$ cat src/rtl/mm_pkg.sv
package mm_pkg;
  typedef enum logic [2:0] {
    ST_IDLE,
    ST_PREQ,
    ST_ITER,
    ST_CONV,
    ST_FIN
  } mm_state_e;
endpackage

$ cat src/rtl/mm_qdigit.sv
// Quotient digit: q = ((s + c + cin + digit*b) mod 2^K) * mp mod 2^K.
module mm_qdigit #(
  parameter int K = 4
) (
  input  logic [K-1:0] s_lo_i,
  input  logic [K-1:0] c_lo_i,
  input  logic         cin_i,
  input  logic [K-1:0] digit_i,
  input  logic [K-1:0] b_lo_i,
  input  logic [K-1:0] mp_i,
  output logic [K-1:0] q_o
);
  logic [2*K-1:0] pp;
  logic [K-1:0]   tsum;
  logic [2*K-1:0] qp;

  always_comb begin
    pp   = digit_i * b_lo_i;
    tsum = s_lo_i + c_lo_i + {{(K-1){1'b0}}, cin_i} + pp[K-1:0];
    qp   = tsum * mp_i;
    q_o  = qp[K-1:0];
  end
endmodule

$ cat src/rtl/mm_csa_step.sv
// One digit iteration: adds digit*B and q*M into the redundant accumulator
// through a chain of 3:2 compressors, then drops the low K bits.
module mm_csa_step #(
  parameter int N = 64,
  parameter int K = 4,
  parameter int W = N + K + 2
) (
  input  logic [W-1:0] sum_i,
  input  logic [W-1:0] car_i,
  input  logic         cin_i,
  input  logic [K-1:0] digit_i,
  input  logic [K-1:0] q_i,
  input  logic [N-1:0] b_i,
  input  logic [N-1:0] m_i,
  output logic [W-1:0] sum_o,
  output logic [W-1:0] car_o,
  output logic [K-1:0] low_sum_o,
  output logic [K-1:0] low_car_o
);
  localparam int NOPS = 2 * K + 1;

  logic [W-1:0] ops  [NOPS];
  logic [W-1:0] s_ch [NOPS+1];
  logic [W-1:0] c_ch [NOPS+1];

  assign ops[0] = {{(W-1){1'b0}}, cin_i};

  for (genvar j = 0; j < K; j++) begin : g_pp
    assign ops[2*j+1] = digit_i[j] ? (W'(b_i) << j) : '0;
    assign ops[2*j+2] = q_i[j]     ? (W'(m_i) << j) : '0;
  end

  assign s_ch[0] = sum_i;
  assign c_ch[0] = car_i;

  for (genvar j = 0; j < NOPS; j++) begin : g_csa
    assign s_ch[j+1] = s_ch[j] ^ c_ch[j] ^ ops[j];
    assign c_ch[j+1] = ((s_ch[j] & c_ch[j]) | (s_ch[j] & ops[j]) |
                        (c_ch[j] & ops[j])) << 1;
  end

  assign low_sum_o = s_ch[NOPS][K-1:0];
  assign low_car_o = c_ch[NOPS][K-1:0];
  assign sum_o     = s_ch[NOPS] >> K;
  assign car_o     = c_ch[NOPS] >> K;
endmodule

$ cat src/rtl/mm_cskip_add.sv
// Carry-skip adder: ripple inside each group, group carry bypasses the
// group when every bit propagates.
module mm_cskip_add #(
  parameter int WIDTH = 70,
  parameter int GRP   = 5
) (
  input  logic [WIDTH-1:0] a_i,
  input  logic [WIDTH-1:0] b_i,
  input  logic             cin_i,
  output logic [WIDTH-1:0] sum_o,
  output logic             cout_o
);
  localparam int NB = (WIDTH + GRP - 1) / GRP;
  localparam int PW = NB * GRP;

  logic [PW-1:0] ap;
  logic [PW-1:0] bp;
  logic [PW-1:0] sp;
  logic [NB:0]   bc;

  assign ap    = PW'(a_i);
  assign bp    = PW'(b_i);
  assign bc[0] = cin_i;

  for (genvar g = 0; g < NB; g++) begin : g_blk
    logic [GRP:0]   rc;
    logic [GRP-1:0] pr;
    logic [GRP-1:0] gn;

    assign pr = ap[g*GRP +: GRP] ^ bp[g*GRP +: GRP];
    assign gn = ap[g*GRP +: GRP] & bp[g*GRP +: GRP];

    always_comb begin
      rc[0] = bc[g];
      for (int t = 0; t < GRP; t++) begin
        rc[t+1] = gn[t] | (pr[t] & rc[t]);
      end
    end

    assign sp[g*GRP +: GRP] = pr ^ rc[GRP-1:0];
    assign bc[g+1]          = (&pr) ? bc[g] : rc[GRP];
  end

  assign sum_o  = sp[WIDTH-1:0];
  assign cout_o = bc[NB];
endmodule

$ cat src/rtl/mm_montmul.sv
module mm_montmul
  import mm_pkg::*;
#(
  parameter int N      = 64,
  parameter int K      = 4,
  parameter int SKIP_G = 5
) (
  input  logic         clk,
  input  logic         rst,
  input  logic         start,
  input  logic [N-1:0] a_in,
  input  logic [N-1:0] b_in,
  input  logic [N-1:0] m_in,
  input  logic [K-1:0] mp_in,
  output logic         busy,
  output logic         done,
  output logic [N-1:0] result
);
  localparam int D    = N / K;
  localparam int CW   = (D > 1) ? $clog2(D) : 1;
  localparam int W    = N + K + 2;
  localparam int CVW  = W + 1;
  localparam logic [CW-1:0] LAST = CW'(D - 1);

  mm_state_e     state;
  logic [N-1:0]  a_sh;
  logic [N-1:0]  b_r;
  logic [N-1:0]  m_r;
  logic [K-1:0]  mp_r;
  logic [W-1:0]  ss;
  logic [W-1:0]  sc;
  logic          cin_r;
  logic [K-1:0]  q_r;
  logic [CW-1:0] cnt;
  logic [CVW-1:0] conv_r;

  // iteration datapath
  logic [W-1:0] nx_s;
  logic [W-1:0] nx_c;
  logic [K-1:0] lo_s;
  logic [K-1:0] lo_c;
  logic         nx_cin;

  mm_csa_step #(.N(N), .K(K), .W(W)) u_step (
    .sum_i    (ss),
    .car_i    (sc),
    .cin_i    (cin_r),
    .digit_i  (a_sh[K-1:0]),
    .q_i      (q_r),
    .b_i      (b_r),
    .m_i      (m_r),
    .sum_o    (nx_s),
    .car_o    (nx_c),
    .low_sum_o(lo_s),
    .low_car_o(lo_c)
  );

  // the dropped low digit is zero modulo 2^K; a nonzero pair carries one
  assign nx_cin = |(lo_s | lo_c);

  // quotient precompute: current state in PREQ, next state in ITER
  logic [K-1:0] qs_lo;
  logic [K-1:0] qc_lo;
  logic         q_cin;
  logic [K-1:0] q_dig;
  logic [K-1:0] q_nx;

  always_comb begin
    if (state == ST_PREQ) begin
      qs_lo = ss[K-1:0];
      qc_lo = sc[K-1:0];
      q_cin = cin_r;
      q_dig = a_sh[K-1:0];
    end else begin
      qs_lo = nx_s[K-1:0];
      qc_lo = nx_c[K-1:0];
      q_cin = nx_cin;
      q_dig = a_sh[2*K-1:K];
    end
  end

  mm_qdigit #(.K(K)) u_qdig (
    .s_lo_i (qs_lo),
    .c_lo_i (qc_lo),
    .cin_i  (q_cin),
    .digit_i(q_dig),
    .b_lo_i (b_r[K-1:0]),
    .mp_i   (mp_r),
    .q_o    (q_nx)
  );

  // redundant-to-binary conversion
  logic [W-1:0] conv_sum;
  logic         conv_co;

  mm_cskip_add #(.WIDTH(W), .GRP(SKIP_G)) u_conv (
    .a_i   (ss),
    .b_i   (sc),
    .cin_i (cin_r),
    .sum_o (conv_sum),
    .cout_o(conv_co)
  );

  // final conditional subtraction
  logic         ge_m;
  logic [N-1:0] red;

  always_comb begin
    ge_m = conv_r >= CVW'(m_r);
    red  = ge_m ? N'(conv_r - CVW'(m_r)) : conv_r[N-1:0];
  end

  always_ff @(posedge clk) begin
    if (rst) begin
      state  <= ST_IDLE;
      busy   <= 1'b0;
      done   <= 1'b0;
      result <= '0;
      a_sh   <= '0;
      b_r    <= '0;
      m_r    <= '0;
      mp_r   <= '0;
      ss     <= '0;
      sc     <= '0;
      cin_r  <= 1'b0;
      q_r    <= '0;
      cnt    <= '0;
      conv_r <= '0;
    end else begin
      done <= 1'b0;
      case (state)
        ST_IDLE: begin
          if (start) begin
            a_sh  <= a_in;
            b_r   <= b_in;
            m_r   <= m_in;
            mp_r  <= mp_in;
            ss    <= '0;
            sc    <= '0;
            cin_r <= 1'b0;
            cnt   <= '0;
            busy  <= 1'b1;
            state <= ST_PREQ;
          end
        end
        ST_PREQ: begin
          q_r   <= q_nx;
          state <= ST_ITER;
        end
        ST_ITER: begin
          ss    <= nx_s;
          sc    <= nx_c;
          cin_r <= nx_cin;
          q_r   <= q_nx;
          a_sh  <= a_sh >> K;
          cnt   <= cnt + 1'b1;
          if (cnt == LAST) state <= ST_CONV;
        end
        ST_CONV: begin
          conv_r <= {conv_co, conv_sum};
          state  <= ST_FIN;
        end
        ST_FIN: begin
          result <= red;
          done   <= 1'b1;
          busy   <= 1'b0;
          state  <= ST_IDLE;
        end
        default: state <= ST_IDLE;
      endcase
    end
  end

  // ---------------- assertions ----------------
  logic [K-1:0] lo_tot;
  assign lo_tot = lo_s + lo_c;

  // the registered quotient must clear the low digit of every step
  a_r1_digit_cleared: assert property (@(posedge clk) disable iff (rst)
    (state == ST_ITER) |-> (lo_tot == '0));

  // the converted accumulator stays below 2M before the subtraction
  a_r2_pre_sub_bound: assert property (@(posedge clk) disable iff (rst)
    (state == ST_FIN) |-> (conv_r < (CVW'(m_r) << 1)));

  a_r2_result_range: assert property (@(posedge clk) disable iff (rst)
    done |-> (result < m_r));

  a_r5_done_single: assert property (@(posedge clk) disable iff (rst)
    done |=> !done);

  a_r6_result_hold: assert property (@(posedge clk) disable iff (rst)
    !done |-> $stable(result));

  a_r8_busy_entry: assert property (@(posedge clk) disable iff (rst)
    $rose(busy) |-> ($past(start) && $past(state == ST_IDLE)));

  a_r8_busy_exit: assert property (@(posedge clk) disable iff (rst)
    done |-> !busy);
endmodule

$ cat config.mk
export PLATFORM = sky130hd
export DESIGN_NAME = mm_montmul
export DESIGN_NICKNAME = d
export VERILOG_FILES = /design/src/rtl/mm_pkg.sv /design/src/rtl/mm_qdigit.sv /design/src/rtl/mm_csa_step.sv /design/src/rtl/mm_cskip_add.sv /design/src/rtl/mm_montmul.sv
export SDC_FILE = /design/constraint.sdc
export NUM_CORES = 2
export LEC_CHECK = 0
export ABC_AREA = 1
export CORE_MARGIN = 2
export CORE_UTILIZATION = 30
export CTS_BUF_LIST = sky130_fd_sc_hd__clkbuf_4
export CTS_CLUSTER_SIZE = 16
export DETAILED_ROUTE_END_ITERATION = 16
export GPL_TIMING_DRIVEN = 1
export HOLD_SLACK_MARGIN = 0.02
export SLEW_MARGIN = 20
export SYNTH_ARGS = -nofsm -noshare
export SYNTH_HDL_FRONTEND = slang
export SYNTH_SLANG_ARGS = --single-unit
$ cat constraint.sdc
create_clock -name clk -period 71 [get_ports clk]
set_input_delay 14.2 -clock clk [delete_from_list [all_inputs] [get_ports clk]]
set_output_delay 14.2 -clock clk [all_outputs]
set_load 0.01 [all_outputs]
# --- Word level (Yosys, flattened, before mapping) ---
# Index checks and enable logic that the tools add are counted.
classes:
  addsub: 5
  n_mul: 2
  magnitude_cmp: 1
  n_eq_ne: 7
  n_mux: 42
  bitwise_logic: 246
  n_reduce_logical: 23
op_table:
  columns: ["operator", "count"]
  rows:
  - ["69-bit AND", 22]
  - ["69-bit OR", 18]
  - ["70-bit bitwise XOR", 10]
  - ["70-bit case mux with 2 select lines", 2]
  - ["64-bit 2-to-1 mux", 4]
  - ["69-bit by 67-bit AND with 69-bit output", 3]
  - ["5-bit bitwise XOR", 28]
  - ["70-bit by 64-bit bitwise XOR with 70-bit output", 2]
  - ["70-bit by 65-bit bitwise XOR with 70-bit output", 2]
  - ["70-bit by 66-bit bitwise XOR with 70-bit output", 2]
  - ["69-bit by 1-bit AND with 69-bit output", 2]
  - ["67-bit 2-to-1 mux", 2]
  - ["66-bit 2-to-1 mux", 2]
  - ["65-bit 2-to-1 mux", 2]
  - ["64-bit case mux with 2 select lines", 1]
  - ["71-bit by 64-bit >= comparator with 1-bit output", 1]
  - ["1-bit AND", 70]
  - ["5-bit AND", 14]
  - ["70-bit 2-to-1 mux", 1]
  - ["1-bit OR", 70]
  - ["5-bit AND reduction", 14]
  - ["70-bit by 1-bit bitwise XOR with 70-bit output", 1]
  - ["70-bit by 67-bit bitwise XOR with 70-bit output", 1]
  - ["64-bit subtractor", 1]
  - ["other kinds (21)", 51]
word_totals:
  reg_bits: 485
  inputBits: 199
  out_inout_bits: 66
  elab_cells: 340

# --- Longest topological paths before layout ---
depth:
  ltp_word: 155
  ltp_mapped: 95
  depth_no_buf: 95

# --- Modules after synthesis ---
# From an unflattened synthesis, not the netlist that was laid out.
unflattened:
  cells_unflattened: 5728
  hier_area_um2: 44091.0
modules_own_cells:
  columns: ["module", "n_inst", "cells_each", "area_per_inst_um2", "seq_area_each_um2"]
  rows:
  - ["mm_montmul", 1, 3706, 25012.7, 9709.3]
  - ["mm_csa_step", 1, 1656, 15497.4, 0.0]
  - ["mm_cskip_add", 1, 235, 2890.3, 0.0]
  - ["mm_qdigit", 1, 131, 690.7, 0.0]

# --- Worst setup path after synthesis ---
# OpenSTA, ideal clock, no wires.
synth_timing:
  kind: "reg-to-reg"
  from: "register ss[0]"
  to: "register conv_r[65]"
  setup_ps: 70
  arrival_time_ps: 28755
  required_ps: 70930
  slack_ps: 42175
  path_stages_with_launch: 96
  path_buffers: 0
  period_less_slack_ps: 28825
  path_cell_list: "dfxtp_1 > fa_1 > fa_1 > fa_1 > fa_1 > fa_1 > o21bai_1 > nand2_1 > inv_1 > fa_1 > fa_1 > fa_1 > fa_1 > fa_1 > nand2_1 > and2_1 > inv_1 > fa_1 > [... 60 more ...] > nor2_1 > a31oi_1 > fa_1 > fa_1 > fa_1 > fa_1 > fa_1 > nand2_1 > nand2_1 > fa_1 > fa_1 > fa_1 > fa_1 > fa_1 > or2_2 > nand2_1 > fa_1 > a21oi_1"
synth_between:
  elab_chain_len: 145
  elab_cells_between_ends: 147
  cone_classes: "13 x mux; 133 x bitwise; 1 x reduce/logical"
synth_lines:
  columns: ["element", "line", "source"]
  rows:
  - ["start, declared", "mm_montmul.sv:30", "logic [W-1:0] ss;"]
  - ["start signal, assigned", "mm_montmul.sv:151", "ss <= nx_s;"]
  - ["5-bit bitwise XOR", "mm_cskip_add.sv:30", "assign pr = ap[g*GRP +: GRP] ^ bp[g*GRP +: GRP];"]
  - ["1-bit AND", "mm_cskip_add.sv:36", "rc[t+1] = gn[t] | (pr[t] & rc[t]);"]
  - ["1-bit OR", "mm_cskip_add.sv:36", null]
  - ["1-bit AND", "mm_cskip_add.sv:36", null]
  - ["1-bit OR", "mm_cskip_add.sv:36", null]
  - ["1-bit AND", "mm_cskip_add.sv:36", null]
  - ["1-bit OR", "mm_cskip_add.sv:36", null]
  - ["1-bit AND", "mm_cskip_add.sv:36", null]
  - ["[... 129 more ...]", null, null]
  - ["1-bit AND", "mm_cskip_add.sv:36", null]
  - ["1-bit OR", "mm_cskip_add.sv:36", null]
  - ["1-bit AND", "mm_cskip_add.sv:36", null]
  - ["1-bit OR", "mm_cskip_add.sv:36", null]
  - ["1-bit AND", "mm_cskip_add.sv:36", null]
  - ["1-bit OR", "mm_cskip_add.sv:36", null]
  - ["1-bit 2-to-1 mux *", "mm_cskip_add.sv:41", "assign bc[g+1] = (&pr) ? bc[g] : rc[GRP];"]
  - ["5-bit bitwise XOR *", "mm_cskip_add.sv:40", "assign sp[g*GRP +: GRP] = pr ^ rc[GRP-1:0];"]
  - ["end signal, assigned", "mm_montmul.sv:160", "conv_r <= {conv_co, conv_sum};"]
  - ["end, declared", "mm_montmul.sv:35", "logic [CVW-1:0] conv_r;"]
# Every way passes the cells marked *; elsewhere a longest branch is shown, timed or not.
# A chain may end at the register's enable or synchronous reset.

# --- Final worst setup path ---
# Same ends and word-level chain as after synthesis.

==> reports/results.tsv <==
stage	metric	value	unit
outcome	status	completed	
cells_and_area	fill count	14000	
power	PD cells	26.3	nW/um2
routing	Vias/cell	4.71	
sta	Slew headroom	30.4	%
power	P_int	0.620	mW
critical_path	Critical Path RT	72.07	ns
sta	final hold viol count	0	
cells_and_area	P&R area growth vs syn	15.4	%
floorplan	starting density of the core	30.2	%
synth	Synth warnings	0	
grt	Overflow after GRT	0	
clock_network	CTS buffer count	149	
power	Clk pwr share	23.7	%
routing	# DRC	0	
floorplan	Die Span Y	365	um
clock_network	Clock Sinks	473	
critical_path	Worst EP arrival	31.44	ns
cells_and_area	share of cells above drive strength 1	5.76	%
sta	final setup fails	0	
grt	vias in the first global route	34300	
placement	IO buf count	264	
synth	Primary FF master, synth	dfxtp_1	
critical_path	Critical Path Sink Type	flip-flop	
power	Pleak	18.8	nW
synth	syn_nets	5871	
sta	Setup TNS Final	0	ns
grt	global-route wire length before repair	196	mm
synth	EDFF count, synth	0	
clock_network	CTS tree	built	
routing	routed length per instance	18.0	um
power	Net Sw Frac	47.7	%
placement	Inst Count DP	6730	
sta	skew final	0.109	ns
power	P_sw	0.565	mW
cells_and_area	Final nets	6083	
synth	Synth cell types	49	
clock_network	Resized cells post-CTS	0	
grt	largest net degree at the start of global routing	187	
cells_and_area	multi-input logic area	26100	um2
placement	total placed instance area	43300	um2
floorplan	row count	132	
routing	vias after detailed routing	33000	
critical_path	Max FO, Critical Path	4	
floorplan	top-level port count	265	
synth	ys async rst share	0	%
routing	drt first pass iters	5	
synth	Synth Cell Area	39100	um2
floorplan	core box area	129000	um2
clock_network	root cell of the clock tree	clkbuf_4	
synth	Post-Synthesis Cells	4927	
sta	Tmin final	30.38	ns
clock_network	H-tree depth	4	
synth	post-synthesis sequential area ratio	24.2	%
critical_path	largest stage delay on the critical path	0.47	ns
grt	total track usage	19.2	%
cells_and_area	non-filler instance count after layout	6991	
routing	Iter 0 DRT Violations	1994	
clock_network	buffer depth of the longest clock path	3	
synth	syn_area_per_cell	7.93	um2
clock_network	hold buffer count at cts	0	
critical_path	Crit Path Class	reg2reg	
placement	gpl congestion	0.965	
sta	slew at the pin with the worst max-slew slack	1.04	ns
power	sequential share of power	29.9	%
floorplan	Die X	365	um
sta	Achievable Freq	32.9	MHz
sta	post-route setup slack	40.62	ns
power	Comb power frac	46.4	%
clock_network	setup repair bufs after CTS	0	
grt	initial antenna violation count	11	
critical_path	CP max-delay cell	fa_1	
hold_path	HP Class	reg2reg	
critical_path	critical path startpoint category	flip-flop	
power	worst vdd ir	0.0000218	V
clock_network	clk slew on worst S/H paths	0.06	ns
critical_path	Top cell by count, worst path	fa_1	
placement	Setup WS pre-CTS	40.64	ns
clock_network	clock latency on the worst-skew pair	1.18	ns
sta	RSZ-0062 raised after global routing	no	
floorplan	die footprint	133000	um2
routing	Routed Antenna Nets	0	
placement	Post-DP HPWL	96.1	mm
sta	Slew Limit Fails	0	
cells_and_area	register area	9480	um2
routing	final WL	126	mm
sta	Tcrit/Tclk final	42.8	%
flow_run	Max Cap Viol	0	
cells_and_area	final instance area	45100	um2
synth	Yosys reg bits	473	
## area by class of cell
cell class | instances | area share [%]
diodes | 5 | 0.0277
clock buffers | 200 | 3.33
clock inverters | 56 | 0.765
inverters | 709 | 5.92
multi-input cells | 3518 | 57.8
flip-flops and latches | 473 | 21.0
well taps | 1742 | 4.83
repair buffers | 288 | 6.30
## metrics by stage
stage / utilization (%) / hold WS (ns) / total power [mW]
2_1_floorplan: - / 0.441 / 0.725
3_3_place_gp: 33.4 / 0.451 / 0.900
3_5_place_dp: 33.4 / 0.452 / 0.904
4_1_cts: 34.8 / 0.462 / 1.20
5_1_grt: 34.8 / 0.480 / 1.29
6_report: 34.8 / 0.462 / 1.19
## state kept, by name, summed over array words and instances (netlist names)
name / cells
cin_r: 1
ss: 66
sc: 66
cnt: 4
m_r: 64
mp_r: 4
a_sh: 64
conv_r: 67
q_r: 4
busy: 1
result: 64
b_r: 64
done: 1
state: 3
## worst paths after layout
kind,start,endpoint,slack [ns],cells past startpoint
max,ss[0]$_SDFFE_PP0P_,conv_r[65]$_SDFFE_PP0P_,40.62,95
min,a_sh[62]$_SDFFE_PP0P_,a_sh[62]$_SDFFE_PP0P_,0.46,2
max reg2reg,ss[0]$_SDFFE_PP0P_,conv_r[65]$_SDFFE_PP0P_,40.62,95
min reg2reg,a_sh[62]$_SDFFE_PP0P_,a_sh[62]$_SDFFE_PP0P_,0.46,2
## power groups by stage
stage               Sequential (mW)  Combinational, mW  Clock (mW)
floorplan                     0.324              0.400           0
global placement              0.359              0.542           0
detailed placement            0.359              0.545           0
CTS                           0.353              0.551       0.293
global route                  0.360              0.621       0.306
finish                        0.354              0.551       0.280
## critical path: cells and delay by family (launching register included)
family | cells | cell delay [ns]
buffers and inverters | 2 | 0.10
AND/OR/NAND/NOR | 24 | 3.70
adder cells (fa/ha/maj) | 66 | 25.80
flip-flops | 1 | 0.36
AO/OA/AOI/OAI | 3 | 0.41
## cells in the final DEF, fill, tap and decap left out, drive strengths merged, types with 12 or more instances in the layout
cell              n
o21ai           256
nor2            273
a21oi           492
o211ai           31
clkbuf          200
inv             712
nor3             18
ha              162
clkdlybuf4s50   263
nand3           120
clkinv           45
nand2          1411
xor2             36
a31oi            12
buf              25
xnor2            30
dfxtp           473
or2              20
fa              583
nand4            13
## cells in the mapped netlist, types with 2 or more instances
cell / number / share of area (%)
nand2_1: 1410 / 14
inv_1: 701 / 6.7
fa_1: 583 / 30
a21oi_1: 492 / 6.3
dfxtp_1: 473 / 24
nor2_1: 272 / 2.6
o21ai_0: 229 / 2.9
clkbuf_1: 170 / 1.6
ha_1: 162 / 5.2
nand3_1: 120 / 1.5
buf_1: 43 / 0.41
xor2_1: 36 / 0.81
o211ai_1: 30 / 0.58
xnor2_1: 30 / 0.67
o21ai_1: 25 / 0.32
or2_2: 20 / 0.32
nor3_1: 17 / 0.22
a31oi_1: 12 / 0.19
nand4_1: 12 / 0.19
nor4_1: 9 / 0.14
o21bai_1: 9 / 0.17
buf_2: 8 / 0.10
o21a_1: 8 / 0.15
inv_2: 7 / 0.067
a21boi_0: 6 / 0.12
a21o_1: 6 / 0.12
and2_1: 6 / 0.096
buf_6: 4 / 0.12
a221oi_1: 2 / 0.045
buf_8: 2 / 0.077
nand3b_1: 2 / 0.038
o21ai_2: 2 / 0.045
o221ai_1: 2 / 0.045
o311ai_0: 2 / 0.045
## layer usage
metal | up-vias | share of wire (%) | GRT usage (%)
li1 | 15700 | - | -
met1 | 16100 | 46 | 26.0
met2 | 856 | 44 | 29.5
met3 | 215 | 7.5 | 5.09
met4 | 16 | 3.0 | 6.58
met5 | - | 0.074 | 0
## logic make-up (layout without fill, tap and decap cells)
group	count (synthesis)	in the layout	synth area share [%]
fa+ha+maj	745	745	35.0
other cells	0	5	0
compound gates	832	832	11.2
buf+inv	936	1253	9.15
mux	1	1	0.0256
simple gates	1874	1874	18.8
flops	473	473	24.2
xor+xnor	66	66	1.48
Note: power is estimated with default switching activity, not from simulation.
